<file path="config.mk">
export PLATFORM = sky130hd
export DESIGN_NAME = rff_flush_timer
export DESIGN_NICKNAME = d
export VERILOG_FILES = /design/src/rtl/rff_timer_pkg.sv /design/src/rtl/rff_mode_dec.sv /design/src/rtl/rff_tick_cnt.sv /design/src/rtl/rff_req_gate.sv /design/src/rtl/rff_flush_timer.sv
export SDC_FILE = /design/constraint.sdc
export NUM_CORES = 1
export LEC_CHECK = 0
export BUFFER_PORTS_ARGS = -buffer_cell sky130_fd_sc_hd__buf_2
export CAP_MARGIN = 20
export CORE_MARGIN = 8
export CORE_UTILIZATION = 40
export CTS_BUF_LIST = sky130_fd_sc_hd__clkbuf_16
export DETAILED_ROUTE_END_ITERATION = 7
export PLACE_DENSITY = 0.7
export SYNTH_ARGS = -nofsm -noshare
export SYNTH_HDL_FRONTEND = slang
export SYNTH_SLANG_ARGS = --single-unit
</file>
<file path="constraint.sdc">
create_clock -name clk -period 2.25 [get_ports clk]
set_input_delay 0.3375 -clock clk [delete_from_list [all_inputs] [get_ports clk]]
set_output_delay 0.3375 -clock clk [all_outputs]
set_load 0.1 [all_outputs]
</file>
<file path="src/rtl/rff_timer_pkg.sv">
package rff_timer_pkg;
  typedef enum logic [1:0] {
    TM_RUN    = 2'd0,
    TM_ALWAYS = 2'd1,
    TM_NEVER  = 2'd2
  } tmr_mode_e;
endpackage

</file>
<file path="src/rtl/rff_mode_dec.sv">
module rff_mode_dec
  import rff_timer_pkg::*;
#(
  parameter int DUR_W = 14
) (
  input  logic [DUR_W-1:0] dur_i,
  output tmr_mode_e        mode_o
);
  localparam logic [DUR_W-1:0] DurZero = '0;
  localparam logic [DUR_W-1:0] DurOnes = '1;

  always_comb begin
    if (dur_i == DurZero) begin
      mode_o = TM_ALWAYS;
    end else if (dur_i == DurOnes) begin
      mode_o = TM_NEVER;
    end else begin
      mode_o = TM_RUN;
    end
  end
endmodule

</file>
<file path="src/rtl/rff_tick_cnt.sv">
module rff_tick_cnt
  import rff_timer_pkg::*;
#(
  parameter int DUR_W = 14
) (
  input  logic             clk,
  input  logic             rst_n,
  input  tmr_mode_e        mode_i,
  input  logic [DUR_W-1:0] dur_i,
  input  logic             tick_i,
  input  logic             cyc_i,
  output logic             exp_pulse_o
);
  localparam int CW = DUR_W + 1;

  logic [DUR_W-1:0] cnt_q, cnt_d;
  logic             exp_q, exp_d;
  logic             upd;
  logic [CW-1:0]    cnt_inc;

  assign cnt_inc = {1'b0, cnt_q} + CW'(1);

  // next-state process
  always_comb begin
    cnt_d = cnt_q;
    exp_d = 1'b0;
    if (mode_i != TM_RUN) begin
      cnt_d = '0;
    end else if (cyc_i) begin
      cnt_d = '0;
    end else if (tick_i) begin
      if (cnt_inc >= {1'b0, dur_i}) begin
        cnt_d = '0;
        exp_d = 1'b1;
      end else begin
        cnt_d = cnt_inc[DUR_W-1:0];
      end
    end
  end

  assign upd = tick_i | cyc_i | exp_q | (mode_i != TM_RUN);

  // register process with explicit clock enable
  always_ff @(posedge clk or negedge rst_n) begin
    if (!rst_n) begin
      cnt_q <= '0;
      exp_q <= 1'b0;
    end else if (upd) begin
      cnt_q <= cnt_d;
      exp_q <= exp_d;
    end
  end

  assign exp_pulse_o = exp_q;

  p_never_hold_r3: assert property (@(posedge clk) disable iff (!rst_n)
    (mode_i == TM_NEVER) |=> (cnt_q == '0) && !exp_q);

  p_cyc_reload_r5: assert property (@(posedge clk) disable iff (!rst_n)
    cyc_i |=> (cnt_q == '0) && !exp_q);

  p_idle_hold_r6: assert property (@(posedge clk) disable iff (!rst_n)
    (!tick_i && !cyc_i && mode_i == TM_RUN) |=> $stable(cnt_q) && !exp_q);

  p_restart_r10: assert property (@(posedge clk) disable iff (!rst_n)
    exp_q |-> (cnt_q == '0));
endmodule

</file>
<file path="src/rtl/rff_req_gate.sv">
module rff_req_gate #(
  parameter int FILL_W = 8
) (
  input  logic              expired_i,
  input  logic              en_i,
  input  logic [FILL_W-1:0] fill_i,
  input  logic [FILL_W-1:0] wm_i,
  output logic              req_o
);
  logic not_empty, below_wm;

  always_comb begin
    not_empty = (fill_i != '0);
    below_wm  = (fill_i < wm_i);
    req_o     = expired_i & en_i & not_empty & below_wm;
  end
endmodule

</file>
<file path="src/rtl/rff_flush_timer.sv">
module rff_flush_timer
  import rff_timer_pkg::*;
#(
  parameter int DUR_W  = 14,
  parameter int FILL_W = 8
) (
  input  logic              clk,
  input  logic              rst_n,
  input  logic              mt_tick_i,
  input  logic              cyc_start_i,
  input  logic [DUR_W-1:0]  dur_i,
  input  logic [FILL_W-1:0] fill_lvl_i,
  input  logic [FILL_W-1:0] watermark_i,
  input  logic              irq_en_i,
  output logic              expired_o,
  output logic              irq_o
);
  tmr_mode_e mode;
  logic      exp_pulse;

  rff_mode_dec #(.DUR_W(DUR_W)) dec_i (
    .dur_i  (dur_i),
    .mode_o (mode)
  );

  rff_tick_cnt #(.DUR_W(DUR_W)) cnt_i (
    .clk         (clk),
    .rst_n       (rst_n),
    .mode_i      (mode),
    .dur_i       (dur_i),
    .tick_i      (mt_tick_i),
    .cyc_i       (cyc_start_i),
    .exp_pulse_o (exp_pulse)
  );

  assign expired_o = (mode == TM_ALWAYS) | exp_pulse;

  rff_req_gate #(.FILL_W(FILL_W)) gate_i (
    .expired_i (expired_o),
    .en_i      (irq_en_i),
    .fill_i    (fill_lvl_i),
    .wm_i      (watermark_i),
    .req_o     (irq_o)
  );

  p_req_needs_exp_r8: assert property (@(posedge clk) disable iff (!rst_n)
    irq_o |-> expired_o && irq_en_i);

  p_req_room_r9: assert property (@(posedge clk) disable iff (!rst_n)
    irq_o |-> (fill_lvl_i != '0) && (fill_lvl_i < watermark_i));

  p_never_quiet_r3: assert property (@(posedge clk) disable iff (!rst_n)
    (dur_i == '1) && $past(dur_i == '1) |-> !expired_o);

  p_cyc_no_exp_r5: assert property (@(posedge clk) disable iff (!rst_n)
    (cyc_start_i && dur_i != '0) |=> (!expired_o || dur_i == '0));
endmodule

</file>
# [Word level (Yosys, flattened, before mapping)]
# Index checks and enable logic that the tools add are counted.
[totals] regBits=15 input_bits=35 output_inout_bits=2 elab_cells=29
[classes] n_addsub=1 n_lt_le_gt_ge=2 n_eq_ne=2 n_mux=10 bitwise_logic=7 reduce_logical=5
[ops] operator="14-bit two-way mux" n=4
[ops] operator="14-bit by 1-bit adder with 15-bit output (second input constant)" n=1
[ops] operator="15-bit by 14-bit >= comparator with 1-bit output" n=1
[ops] operator="14-bit == test (second input constant)" n=1
[ops] operator="14-bit zero test" n=1
[ops] operator="8-bit less-than comparator" n=1
[ops] operator="8-bit nonzero test" n=1
[ops] operator="1-bit two-way mux" n=4
[ops] operator="2-bit two-way mux" n=2
[ops] operator="1-bit OR" n=4
[ops] operator="1-bit bitwise AND" n=3
[ops] operator="3-bit nonzero test" n=1
[ops] operator="2-bit by 1-bit == test with 1-bit output (second input constant)" n=1
[ops] operator="2-bit AND reduction" n=1
[ops] operator="2-bit nonzero test" n=1

# [Depth between registers and ports, before layout]
# Gate-level depths: netlist of run 1.
[logic_depth] word_depth=8 mapped_depth=11 depth_no_buf=10

# [Hierarchy]
# From an unflattened synthesis of run 1, not the netlist that was laid out.
[hier_totals] cells_unflattened=190 area_unflattened_um2=1551.5
[by_module_without_submodules] module="rff_tick_cnt" n_inst=1 cells_each=149 area_each_um2=1277.5 seq_area_each_um2=375.4
[by_module_without_submodules] module="rff_req_gate" n_inst=1 cells_each=29 area_each_um2=202.7 seq_area_each_um2=0.0
[by_module_without_submodules] module="rff_mode_dec" n_inst=1 cells_each=10 area_each_um2=60.1 seq_area_each_um2=0.0
[by_module_without_submodules] module="rff_flush_timer" n_inst=1 cells_each=2 area_each_um2=11.3 seq_area_each_um2=0.0

# [Worst setup path after synthesis of run 1]
# OpenSTA, ideal clock, no wires.
[synth_path] kind="input -> output" from="in dur_i[13]" to="out irq_o" arrival_ns=2.283 required_ns=1.913 path_slack_ns=-0.370 path_stages=5 path_buffers=0 path_cell_list="nor4_1 -> and4_1 -> or2_2 -> and4b_1 -> o31a_1"
[synth_via] elab_chain_cells=8 word_cells_on_any_way=9 classes_between="eq/ne (2); mux (2); bitwise (4); reduce/logical (1)"
[synth_rtl] item="start: declaration" line_no="rff_flush_timer.sv:11" text="input logic [DUR_W-1:0] dur_i,"
[synth_rtl] item="14-bit == test" line_no="rff_mode_dec.sv:15" text="end else if (dur_i == DurOnes) begin"
[synth_rtl] item="2-bit two-way mux" line_no="rff_mode_dec.sv:15"
[synth_rtl] item="2-bit two-way mux *" line_no="rff_mode_dec.sv:13" text="if (dur_i == DurZero) begin"
[synth_rtl] item="2-bit by 1-bit == test with 1-bit output *" line_no="rff_flush_timer.sv:36" text="assign expired_o = (mode == TM_ALWAYS) | exp_pulse;"
[synth_rtl] item="1-bit OR *" line_no="rff_flush_timer.sv:36"
[synth_rtl] item="named net expired_o" line_no="rff_flush_timer.sv:15" text="output logic expired_o,"
[synth_rtl] item="1-bit bitwise AND * (3 in a row)" line_no="rff_req_gate.sv:15" text="req_o = expired_i & en_i & not_empty & below_wm;"
[synth_rtl] item="end: declaration" line_no="rff_flush_timer.sv:16" text="output logic irq_o"
# The timed path passes the listed nets; every way through them passes the cells marked *.

# [Final worst setup path of run 1]
[layout_path] from="reg cnt_i.cnt_q[0]" to="reg cnt_i.cnt_q[9]"
[layout_via] elab_chain_cells=6
[layout_rtl] item="start: declaration" line_no="rff_tick_cnt.sv:16" text="logic [DUR_W-1:0] cnt_q, cnt_d;"
[layout_rtl] item="start signal: assignment" line_no="rff_tick_cnt.sv:49" text="cnt_q <= cnt_d;"
[layout_rtl] item="14-bit by 1-bit adder with 15-bit output *" line_no="rff_tick_cnt.sv:21" text="assign cnt_inc = {1'b0, cnt_q} + CW'(1);"
[layout_rtl] item="15-bit by 14-bit >= comparator with 1-bit output" line_no="rff_tick_cnt.sv:32" text="if (cnt_inc >= {1'b0, dur_i}) begin"
[layout_rtl] item="14-bit two-way mux *" line_no="rff_tick_cnt.sv:32"
[layout_rtl] item="14-bit two-way mux *" line_no="rff_tick_cnt.sv:31" text="end else if (tick_i) begin"
[layout_rtl] item="14-bit two-way mux *" line_no="rff_tick_cnt.sv:29" text="end else if (cyc_i) begin"
[layout_rtl] item="14-bit two-way mux *" line_no="rff_tick_cnt.sv:27" text="if (mode_i != TM_RUN) begin"
# Every way passes the cells marked *; elsewhere a longest branch is shown, timed or not. The select of a mux whose other input is x is not followed.
# A chain may end at the register's enable or synchronous reset.

==> impl_metrics.toml, run 1 <==
[status]
status = "finished with violations"
violations = "negative hold slack, negative setup slack"

[cts]
clkLatencyLatePin_ns = 0.24
cts_tree = "yes"
cts.sinks = 15
root_buffer = "clkbuf_16"
cts_hold_buf = 0
numCtsBuffers = 3
cts.path.max_buffers = 2
clk_pin_slew_ns = 0.05
cts_max_level = 1

[worst_setup_path]
crit_required_ns = 2.42
worstSetupStartpointType = "register"
rrSetupSlack_ns = -0.35
crit_chain = "ha_2, nand4_1, buf_4, nor3_4, xnor2_2, ha_1, a21o_1, a21o_1, nor3_2, buf_4, o211ai_1, a21oi_1"
critPathSlowestCell = "dfrtp_1"
cp.arrival_ns = 2.76
reg2regPathDepth = 12
end_kind = "register"
cpPeakStageDelay_ns = 0.40
path_max_fanout = 6
crit_type = "register to register"

[power_and_ir_drop]
p_int_uw = 593
p_switching_uw = 195
seqPwrFrac_pct = 35.2
swShare_pct = 24.7
p_comb_share_pct = 22.2
ir_drop_v = 0.000403
clockPowerShare_pct = 42.7
p_per_area_nw_per_um2 = 306
leakagePower_uw = 0.00134

[floorplan]
die_y_um = 80.1
dieArea_um2 = 6420
die_x_um = 80.1
initial_core_util_pct = 41.4
core_um2 = 3970
pin_count = 37
rows = 23

[layout]
fin_nets = 355
multi_input_area_um2 = 1270
n_antenna_cell = 0
syn2layout_area_growth_pct = 56.9
final-instance-count-excl-fill = 346
nFillCells = 309
final-seq-area_um2 = 378
final_layout_size_suffix_gt1_share_pct = 47.0

[sta]
grt_setup_unrepaired = "yes"
fin_crit_sh_pct = 116
setup_viol = 15
hold_violations = 15
finalSetupTns_ns = -4.76
layout_min_cycle_time_ns = 2.60
relSlewSlack_pct = 74.0
finClkSkew_ns = 0.00226
slew_viol_final = 0
max_freq_ghz = 0.385
worst_slew_pin_slew_ns = 0.388
hold_slack_ns = -0.00639
timing.final.ws_setup_ns = -0.349

[drt]
antenna_left = 0
dr.first_iter.drc_count = 60
via_per_inst = 5.49
wl_um = 5430
firstDrtPassIters = 4
wire_per_inst_um = 15.7
route.detailed.drc = 0
vias = 1898

[synth]
ys_seq_elements = 15
synth_most_common_cell = "ha_1"
syn-cell-area_um2 = 1640
syn_area_per_cell_um2 = 8.14
syn_inst = 202
synth-edff-count = 0
ys_warn_count = 0
synthTopCellsByArea = "dfrtp_1, ha_1, inv_1, o211ai_1, xor2_1"
synth.distinct_cells = 39
yosys-top-cells-count = "ha_1, inv_1, nand2_1"
async_flop_share_pct = 100
yosysSeqAreaShare_pct = 22.8
synth_top_area_share_pct = 22.8
syn_nets = 260
synth_flop_cell = "dfrtp_1"
yosysTopAreaCell = "dfrtp_1"

[place]
numPortBuffers = 36
hpwlAfterDp_um = 4210
place_congestion = 0.863
dp_cells = 326

[job]
drv_cap = 0

[global_route]
grt_usage_pct = 16.2
grt_pass1_wl_um = 8390
grt_pass1_vias = 1920
grt_max_degree = 16
antenna_found_initial = 0
gr-total-overflow = 0

[worst_hold_path]
hp-class = "input port to async pin"
-- routing by layer --
| layer | routed length (um) | global-route usage (%) |
|---|---|---|
| met3 | 400 | 2.57 |
| met1 | 2280 | 19.6 |
| met2 | 2590 | 27.4 |
| met5 | 0 | 0 |
| met4 | 163 | 7.45 |
-- final timing paths --
kind                                        startpoint                     endpoint
max                         cnt_i.cnt_q[0]$_DFFE_PN0P_   cnt_i.cnt_q[9]$_DFFE_PN0P_
min                                              rst_n   cnt_i.cnt_q[4]$_DFFE_PN0P_
max reg2reg                 cnt_i.cnt_q[0]$_DFFE_PN0P_   cnt_i.cnt_q[9]$_DFFE_PN0P_
min reg2reg                cnt_i.cnt_q[12]$_DFFE_PN0P_  cnt_i.cnt_q[12]$_DFFE_PN0P_
max in group asynchronous                        rst_n   cnt_i.cnt_q[5]$_DFFE_PN0P_
min in group clk                             mt_tick_i   cnt_i.cnt_q[4]$_DFFE_PN0P_
-- cells by family (layout without fill, tap and decap cells) --
| kind of cell | Yosys count | after routing | synth area share [%] |
|---|---|---|---|
| and+or+nand+nor | 76 | 76 | 25.1 |
| AOI/OAI and AO/OA | 43 | 43 | 18.8 |
| buffers and inverters | 33 | 127 | 9.36 |
| adders and majority gates | 23 | 23 | 17.5 |
| DFF | 15 | 15 | 22.8 |
| xor gates and xnor gates | 12 | 12 | 6.39 |
-- flip-flops by register name (all words and copies together), names as in the netlist --
name	flops
cnt_i.cnt_q	14
cnt_i.exp_pulse_o	1
-- power groups by stage --
stage / sequential, uW / clock, uW / combinational, uW
3_5_place_dp: 281 / 0 / 166
5_1_grt: 277 / 350 / 193
4_1_cts: 277 / 342 / 169
3_3_place_gp: 281 / 0 / 159
6_report: 277 / 336 / 175
2_1_floorplan: 282 / 0 / 81.8
-- through the flow --
stage	area, um^2	utilization, %	setup slack (ns)	hold WS, ns	power [uW]
global placement	2270	57.1	-0.353	0.260	440
detailed placement	2270	57.1	-0.447	0.262	448
floorplan	1700	-	-0.162	0.0419	363
global route	2580	65.0	-0.481	0.0176	820
CTS	2480	62.4	-0.315	0.00472	788
finish	2580	65.0	-0.349	-0.00639	788
-- cells in the final DEF, fill, tap and decap left out, drive strengths merged, types with 4 or more instances in the layout --
| cell | netlist | final |
|---|---|---|
| nor2 | 9 | 9 |
| dfrtp | 15 | 15 |
| nor4 | 11 | 11 |
| nor3 | 6 | 6 |
| a21oi | 12 | 12 |
| xor2 | 8 | 8 |
| xnor2 | 4 | 4 |
| o21ai | 4 | 4 |
| ha | 23 | 23 |
| o211ai | 10 | 10 |
| nand2 | 16 | 16 |
| inv | 22 | 23 |
| a21o | 5 | 5 |
| buf | 4 | 100 |
| nand3 | 13 | 13 |
| nand4 | 6 | 6 |
-- worst max-delay path: cells and delay by family, from the launching register on --
kind / cells / cell delay (ns)
xor gates and xnor gates: 1 / 0.15
AOI/OAI and AO/OA: 4 / 0.62
DFF: 1 / 0.40
adders and majority gates: 2 / 0.50
and+or+nand+nor: 3 / 0.51
buffers and inverters: 2 / 0.35
-- layout make-up --
cell class	instances	share of cell area (%)
clock buffers	3	2.91
clock inverters	1	0.145
inverters	23	3.35
multi-input cells	154	49.2
flip-flops and latches	15	14.6
well taps	50	2.42
repair buffers	100	27.4
-- repair_timing --
action,4_1_cts,5_1_grt
endpoints found under the setup margin,15,15
buffers inserted,13,5
pin swaps,22,7
resized for setup,10,16
No activity file was read; power rests on OpenSTA's default activity.
==> run 2: changes to the inputs <==
--- a/config.mk
+++ b/config.mk
@@ -5,13 +5,14 @@
 export SDC_FILE = /design/constraint.sdc
 export NUM_CORES = 1
 export LEC_CHECK = 0
+export ABC_AREA = 1
 export BUFFER_PORTS_ARGS = -buffer_cell sky130_fd_sc_hd__buf_2
 export CAP_MARGIN = 20
 export CORE_MARGIN = 8
 export CORE_UTILIZATION = 40
 export CTS_BUF_LIST = sky130_fd_sc_hd__clkbuf_16
 export DETAILED_ROUTE_END_ITERATION = 7
-export PLACE_DENSITY = 0.7
+export PLACE_DENSITY = 0.67
 export SYNTH_ARGS = -nofsm -noshare
 export SYNTH_HDL_FRONTEND = slang
 export SYNTH_SLANG_ARGS = --single-unit
==> constraint.sdc (replaced) <==
create_clock -name clk -period 2.6 [get_ports clk]
set_input_delay 0.39 -clock clk [delete_from_list [all_inputs] [get_ports clk]]
set_output_delay 0.39 -clock clk [all_outputs]
set_load 0.1 [all_outputs]
==> run 2 against run 1 <==
Effect of this change:
- the flow now finishes without violations
- clock-buffer cell count unchanged
- register-to-register slack better by 0.52 ns
- synthesized cell count up 45%
- sequential share of layout area up 2.1 points
- combinational power down 27%
- clock skew up 0.0030 ns
- worst hold slack better by 0.038 ns
- critical path type unchanged
- largest cell class unchanged
- largest power group unchanged
==> impl_metrics.toml, run 2 <==
[place]
dpl_worst_slack_ns = 0.0456
numPortBuffers = 36
place_congestion = 0.821
place_area_um2 = 2100
hpwlAfterDp_um = 3790

[job]
drv_cap = 0

[synth]
syn_area_per_cell_um2 = 6.27
yosysSeqAreaShare_pct = 20.4
synth.distinct_cells = 26
syn_inst = 293
synth_most_common_cell = "nand2_1"
synthTopCellsByArea = "dfrtp_1, nand2_1, ha_1, inv_1, nor2_1"
async_flop_share_pct = 100
yosys-top-cells-count = "nand2_1, inv_1, nor2_1"
syn-cell-area_um2 = 1840
ys_warn_count = 0
ys_seq_elements = 15
synth_flop_cell = "dfrtp_1"
syn_nets = 351
synth-edff-count = 0
yosysTopAreaCell = "dfrtp_1"
synth_top_area_share_pct = 20.4

[floorplan]
core_um2 = 4380
initial_core_util_pct = 41.9
pin_count = 37
rows = 24
die_x_um = 83.8
die_y_um = 83.8
dieArea_um2 = 7020

[worst_setup_path]
crit_chain = "buf_4, ha_1, nand3_1, xor2_2, inv_1, ha_1, nand2_1, inv_1, a21oi_2, nand2_1, nand3_2, nand2_4, nor2_4, nand2_1, nand2_1"
cpPeakStageDelay_ns = 0.42
cp_common_cell = "nand2_1"
worstSetupStartpointType = "register"
crit_type = "register to register"
cp.arrival_ns = 2.62
crit_required_ns = 2.79
end_kind = "register"
critPathSlowestCell = "dfrtp_1"
path_max_fanout = 7

[power_and_ir_drop]
ir_drop_v = 0.000220
p_per_area_nw_per_um2 = 305
p_total_uw = 684
leakagePower_uw = 0.00134

[drt]
firstDrtPassIters = 5
route.detailed.drc = 0
wl_met1_um = 2130
vias = 1929
routed-wl-met2_um = 2200
via_per_inst = 4.98
antenna_left = 0
topRoutingLayerUsed = "met4"
dr.first_iter.drc_count = 138
wire_per_inst_um = 12.4
wl_met3_um = 356
wl_um = 4780

[sta]
layout_min_cycle_time_ns = 2.43
fin_crit_sh_pct = 93.3
finClkSkew_ns = 0.00528
setup_viol = 0
hold_violations = 0
relSlewSlack_pct = 60.8
max_freq_ghz = 0.412
finalSetupTns_ns = 0
worst_slew_pin_slew_ns = 0.587
slew_viol_final = 0
grt_setup_unrepaired = "no"
timing.final.ws_setup_ns = 0.174

[cts]
cts.path.max_buffers = 2
clkLatencyLatePin_ns = 0.26
cts_tree = "yes"
numCtsBuffers = 3
cts_max_level = 1
root_buffer = "clkbuf_16"
clk_pin_slew_ns = 0.05
cts_hold_buf = 0
cts.sinks = 15

[layout]
largest_reg_flops = 14
final-seq-area_um2 = 375
layout_commonest_cell = "nand2_1"
final_area_um2 = 2240
final_layout_size_suffix_gt1_share_pct = 20.0
syn2layout_area_growth_pct = 21.9
multi_input_area_um2 = 1260
top_register = "cnt_i.cnt_q"
nFillCells = 430
n_antenna_cell = 0
final_cell_mix = "nand2_1, inv_1, nor2_1"
fin_nets = 394

[worst_hold_path]
hp-class = "input port to async pin"

[global_route]
gr-total-overflow = 0
antenna_found_initial = 0
grt_pass1_wl_um = 7800
grt_max_degree = 16
grt_usage_pct = 13.1
grt_pass1_vias = 1756

[status]
status = "finished, final reports clean"
==> run 2: changes by cell type after synthesis, sizes merged, moves of 3 or more <==
| cell | previous run | this run |
|---|---|---|
| or2 | 3 | 0 |
| o211ai | 10 | 0 |
| inv | 22 | 58 |
| nand4 | 6 | 24 |
| nor4 | 11 | 2 |
| a21oi | 12 | 7 |
| nand2 | 16 | 87 |
| clkbuf | 4 | 0 |
| and4 | 3 | 0 |
| nor2 | 9 | 44 |
| o2111ai | 3 | 0 |
| o21ai | 4 | 1 |
| a21o | 5 | 0 |
==> run 2: power breakdown <==
part,internal (uW),switching [uW]
combinational,55.1,72.4
clock,206,110
sequential,237,3.34
total,498,186
==> run 2: per-stage QoR <==
stage,cells,hold WS [ns],util (%)
2_1_floorplan,293,0.0944,-
3_3_place_gp,380,0.318,48.0
3_5_place_dp,380,0.319,48.0
4_1_cts,384,0.0480,49.8
5_1_grt,387,0.0582,51.1
6_report,387,0.0314,51.1
==> run 2: logic make-up after synthesis <==
family / count (synthesis) / share of synthesized area [%]
adder cells (fa/ha/maj): 23 / 15.7
buffers and inverters: 63 / 13.8
XOR/XNOR: 8 / 3.81
AND/OR/NAND/NOR: 174 / 43.4
AO/OA/AOI/OAI: 10 / 3.00
flip-flops: 15 / 20.4
==> run 2: area by class of cell <==
type | instances | share of cell area [%]
tap | 52 | 2.90
multi-input combinational | 216 | 56.3
clock inverter | 1 | 0.223
sequential | 15 | 16.8
timing repair buffer | 42 | 10.7
clock buffer | 3 | 3.35
inverter | 58 | 9.72
==> run 2: timing repair <==
item / CTS / global route
buffers inserted: 0 / 2
endpoints found under the setup margin: 0 / 15
resized for setup: 0 / 6
==> run 2: final timing paths <==
kind	depth (start not counted)	slack (ns)	from	endpoint
min in group clk	2	0.59	cnt_i.cnt_q[13]$_DFFE_PN0P_	cnt_i.cnt_q[13]$_DFFE_PN0P_
setup reg to reg	15	0.17	cnt_i.cnt_q[0]$_DFFE_PN0P_	cnt_i.cnt_q[8]$_DFFE_PN0P_
hold / removal	1	0.03	rst_n	cnt_i.cnt_q[6]$_DFFE_PN0P_
max in group asynchronous	1	2.31	rst_n	cnt_i.cnt_q[8]$_DFFE_PN0P_
setup / recovery	15	0.17	cnt_i.cnt_q[0]$_DFFE_PN0P_	cnt_i.cnt_q[8]$_DFFE_PN0P_
hold reg to reg	2	0.59	cnt_i.cnt_q[13]$_DFFE_PN0P_	cnt_i.cnt_q[13]$_DFFE_PN0P_
==> run 2: routing by layer <==
metal	up-vias	global-route usage (%)
met5	-	0
met4	0	4.24
met3	11	3.22
met2	56	20.7
met1	844	16.8
li1	1018	-
==> run 2: critical path: cells and delay by family (launching register included) <==
kind	cells	cell delay, ns
adder cells (fa/ha/maj)	2	0.50
XOR/XNOR	1	0.17
buffers and inverters	3	0.28
flip-flops	1	0.42
AND/OR/NAND/NOR	8	0.82
AO/OA/AOI/OAI	1	0.17
